[src/rtl/ctl_ep_status.sv]
module ctl_ep_status #(
  parameter int DW    = 8,
  parameter int DEPTH = 8,
  localparam int AW   = $clog2(DEPTH)
) (
  input  logic          clk,
  input  logic          rst_n,
  input  logic          cpu_rd,
  input  logic          cpu_wr,
  input  logic [6:0]    cpu_wdata,
  output logic [7:0]    status,
  output logic          locked,
  input  logic          sie_setup,
  input  logic          sie_in,
  input  logic          sie_out,
  input  logic          sie_ack,
  input  logic          sie_data_start,
  input  logic          sie_hs_start,
  input  logic          buf_wr,
  input  logic [AW-1:0] buf_waddr,
  input  logic [DW-1:0] buf_wdata,
  output logic          buf_wr_ok,
  input  logic [AW-1:0] buf_raddr,
  output logic [DW-1:0] buf_rdata
);

  logic [7:0]    stat_q;
  logic          lock_q;
  logic          hold_q;
  logic [DW-1:0] mem [DEPTH];

  wire tok     = sie_setup | sie_in | sie_out;
  wire sie_upd = tok | sie_ack;

  always_ff @(posedge clk) begin
    if (!rst_n) begin
      stat_q <= '0;
      lock_q <= 1'b0;
      hold_q <= 1'b0;
    end else begin
      if (sie_upd) begin
        if (tok) stat_q[7:5] <= {sie_setup, sie_in, sie_out};
        if (sie_ack) stat_q[4] <= 1'b1;
        lock_q <= 1'b1;
      end else begin
        if (cpu_wr) begin
          if (!lock_q) stat_q[6:0] <= cpu_wdata;
          if (!hold_q) stat_q[7] <= 1'b0;
        end
        if (cpu_rd) lock_q <= 1'b0;
      end
      if (sie_data_start) begin
        hold_q    <= 1'b1;
        stat_q[7] <= 1'b1;
      end else if (sie_hs_start) begin
        hold_q <= 1'b0;
      end
    end
  end

  assign buf_wr_ok = buf_wr & ~stat_q[7];

  always_ff @(posedge clk)
    if (buf_wr_ok) mem[buf_waddr] <= buf_wdata;

  assign buf_rdata = mem[buf_raddr];
  assign status    = stat_q;
  assign locked    = lock_q;

endmodule

[config.mk]
export PLATFORM = sky130hd
export DESIGN_NAME = ctl_ep_status
export DESIGN_NICKNAME = d
export VERILOG_FILES = /design/src/rtl/ctl_ep_status.sv
export SDC_FILE = /design/constraint.sdc
export NUM_CORES = 1
export LEC_CHECK = 0
export BUFFER_PORTS_ARGS = -buffer_cell sky130_fd_sc_hd__buf_2
export CAP_MARGIN = 20
export CORE_ASPECT_RATIO = 1.75
export CORE_MARGIN = 2
export CORE_UTILIZATION = 45
export CTS_CLUSTER_SIZE = 16
export DETAILED_ROUTE_END_ITERATION = 8
export GPL_TIMING_DRIVEN = 0
export PLACE_DENSITY = 0.66
export SYNTH_ARGS = -nofsm -noshare
export SYNTH_HDL_FRONTEND = slang
export SYNTH_SLANG_ARGS = --single-unit
[constraint.sdc]
create_clock -name clk -period 1.75 [get_ports clk]
set_input_delay 0.175 -clock clk [delete_from_list [all_inputs] [get_ports clk]]
set_output_delay 0.175 -clock clk [all_outputs]
set_load 0.02 [all_outputs]
==> impl_metrics.toml <==
[worst_setup_path]
critPathMaxFanout = 1
r2r-end = "mem[7][4]"
end_kind = "output pin"
crit_type = "flop to output pin"
cp_data_arrival_time_ns = 1.60
critPathLaunchType = "flop"
crit_end = "buf_rdata[1]"
timing.reg2reg.setup_slack_ns = 0.12
r2r_cells = 3
cp.required_ns = 1.57
startpoint = "mem[4][1]"
rr_startpoint = "status[7]"

[timing]
period_share = 1.01
grt_setup_unrepaired = "true"
setup_slack_ns = -0.0236
hold_violations = 0
tightest_slew_ns = 0.665
setup_viol = 3
fmax_mhz = 564
relSlewSlack = 0.557
skew_ns = 0.00425
finalSetupTns_ns = -0.0328
drv_slew = 0
min_period_ns = 1.77

[yosys]
yosysSeqAreaShare = 0.715
synth_largest_area_cell = "edfxtp_1"
yosysTopAreaCellShare = 0.648
async_flop_share = 0
synth_area_um2 = 2970
synth_area_leaders = "edfxtp_1 (65%), mux4_1 (12%), dfxtp_1 (6.7%)"
syn_inst = 156
post-synth-top-count-cell = "edfxtp_1"
synth.distinct_cells = 27
ys.flop_type = "edfxtp_1"
syn_nets = 188
synth_seq_cells = 74
synth_edf_count = 64
ys_warn_count = 0
synth_common_cells = "edfxtp_1 (64), mux4_1 (14), nand2_1 (11)"
postSynthAreaPerCell_um2 = 19.0

[clock_tree]
clock_tree.buffer_depth = 2
cts_tree = "done"
cts_resized = 39
htree_levels = 3
cts-buffers-inserted = 9
ctsRootBufferMaster = "clkbuf_16"
cts_sinks = 74
clkTransAtPathRegs_ns = 0.05
cts_hold_buf = 0
clk_latency_ns = 0.32
postCtsSetupRepairBufs = 0

[grt]
grt_max_degree = 13
antenna_found_initial = 0
grt_first_pass_wirelength_um = 8360
overflow = 0
grt_use_total = 0.165
grt_pass1_vias = 1686

[floorplan]
dieArea_um2 = 7280
ios = 50
rows = 39
initial_core_util = 0.461
core_area_um2 = 6440
die_w_um = 65.4
die_h_um = 111

[finish]
nNetsFinal = 245
antennaDiodeCount = 0
syn_to_final_growth_pct = 25.3
drive_gt1_frac = 0.440

[route]
firstDrtPassIters = 4
drc = 0
drt_iter0_drc = 52
vias = 1578
wl_um = 5470
viasPerCell = 5.26
wire_per_inst_um = 18.2
drt.antenna.violating_nets = 0

[placed_design]
pre_cts_ws_ns = -0.0799
portBuffers = 46
place_congestion = 0.692
hpwl_um = 3680

[pwr]
leakagePower_nw = 1.34
ir_drop_mv = 0.588
p_per_area_nw_per_um2 = 1160

[run]
cap_violations = 0

[status]
violations = "setup timing"
status = "finished, violations left"

[worst_hold_path]
worstHoldPathType = "input pin to flop"
[where the power goes]
part | switching (mW) | internal [mW]
registers | 0.0124 | 1.95
clock network | 0.637 | 1.42
logic | 0.160 | 0.149
[layout make-up]
cell class	count	area [um^2]
tap	82	103
timing repair buffer	46	280
buffer	6	50.0
fill	538	2720
clock inverter	6	104
sequential	74	2120
clock buffer	10	239
multi-input combinational	74	813
inverter	2	7.51
[flip-flops by register name (all words and copies together), names as in the netlist]
register / cells
mem: 64
locked: 1
hold_q: 1
status: 8
[how the worst min path moves through the flow]
stage | start | to | slack (ns) | depth (start not counted)
after floorplan | buf_wdata[0] | mem[0][0] | 0.27 | 0
after global placement | sie_data_start | hold_q | 0.41 | 2
after detailed placement | sie_data_start | hold_q | 0.42 | 2
after CTS | sie_data_start | status[7] | 0.08 | 2
after global routing | sie_data_start | hold_q | 0.08 | 2
final | sie_data_start | hold_q | 0.08 | 2
[layout by cell type, fill, tap and decap left out, drive strengths merged, types with 4 or more instances in the layout]
| master | Yosys | final |
|---|---|---|
| dfxtp | 10 | 10 |
| clkbuf | 2 | 12 |
| edfxtp | 64 | 64 |
| nor2 | 9 | 9 |
| o31a | 4 | 4 |
| buf | 4 | 50 |
| mux2i | 4 | 4 |
| nand2 | 11 | 11 |
| mux2 | 8 | 8 |
| mux4 | 16 | 16 |
| nor3 | 6 | 6 |
[metrics by stage]
step                      cell area, um^2  std cells  total power [mW]  hold WS (ns)   util
after floorplan                      2980        156              2.15         0.274      -
after global placement               3310        284              2.26         0.410  0.514
after detailed placement             3310        284              2.26         0.415  0.514
after CTS                            3700        300              4.36        0.0767  0.574
after global routing                 3720        300              4.46        0.0769  0.577
final                                3720        300              4.33        0.0827  0.577
[cell families after synthesis]
| family | synth area share |
|---|---|
| flip-flops | 0.715 |
| AND/OR/NAND/NOR | 0.0586 |
| multiplexers | 0.183 |
| AO/OA/AOI/OAI | 0.0245 |
| buffers and inverters | 0.0186 |
[critical path: stages (launching register included)]
cell      delay [ns]
edfxtp_1        0.37
mux4_1          0.48
mux2_2          0.29
buf_6           0.13
[metal layers]
| metal | track usage | wire length (um) |
|---|---|---|
| met1 | 0.166 | 1950 |
| met3 | 0.0606 | 283 |
| met2 | 0.296 | 3170 |
| met4 | 0.0667 | 71 |
| met5 | 0 | 0 |
Note: power is estimated with default switching activity, not from simulation.
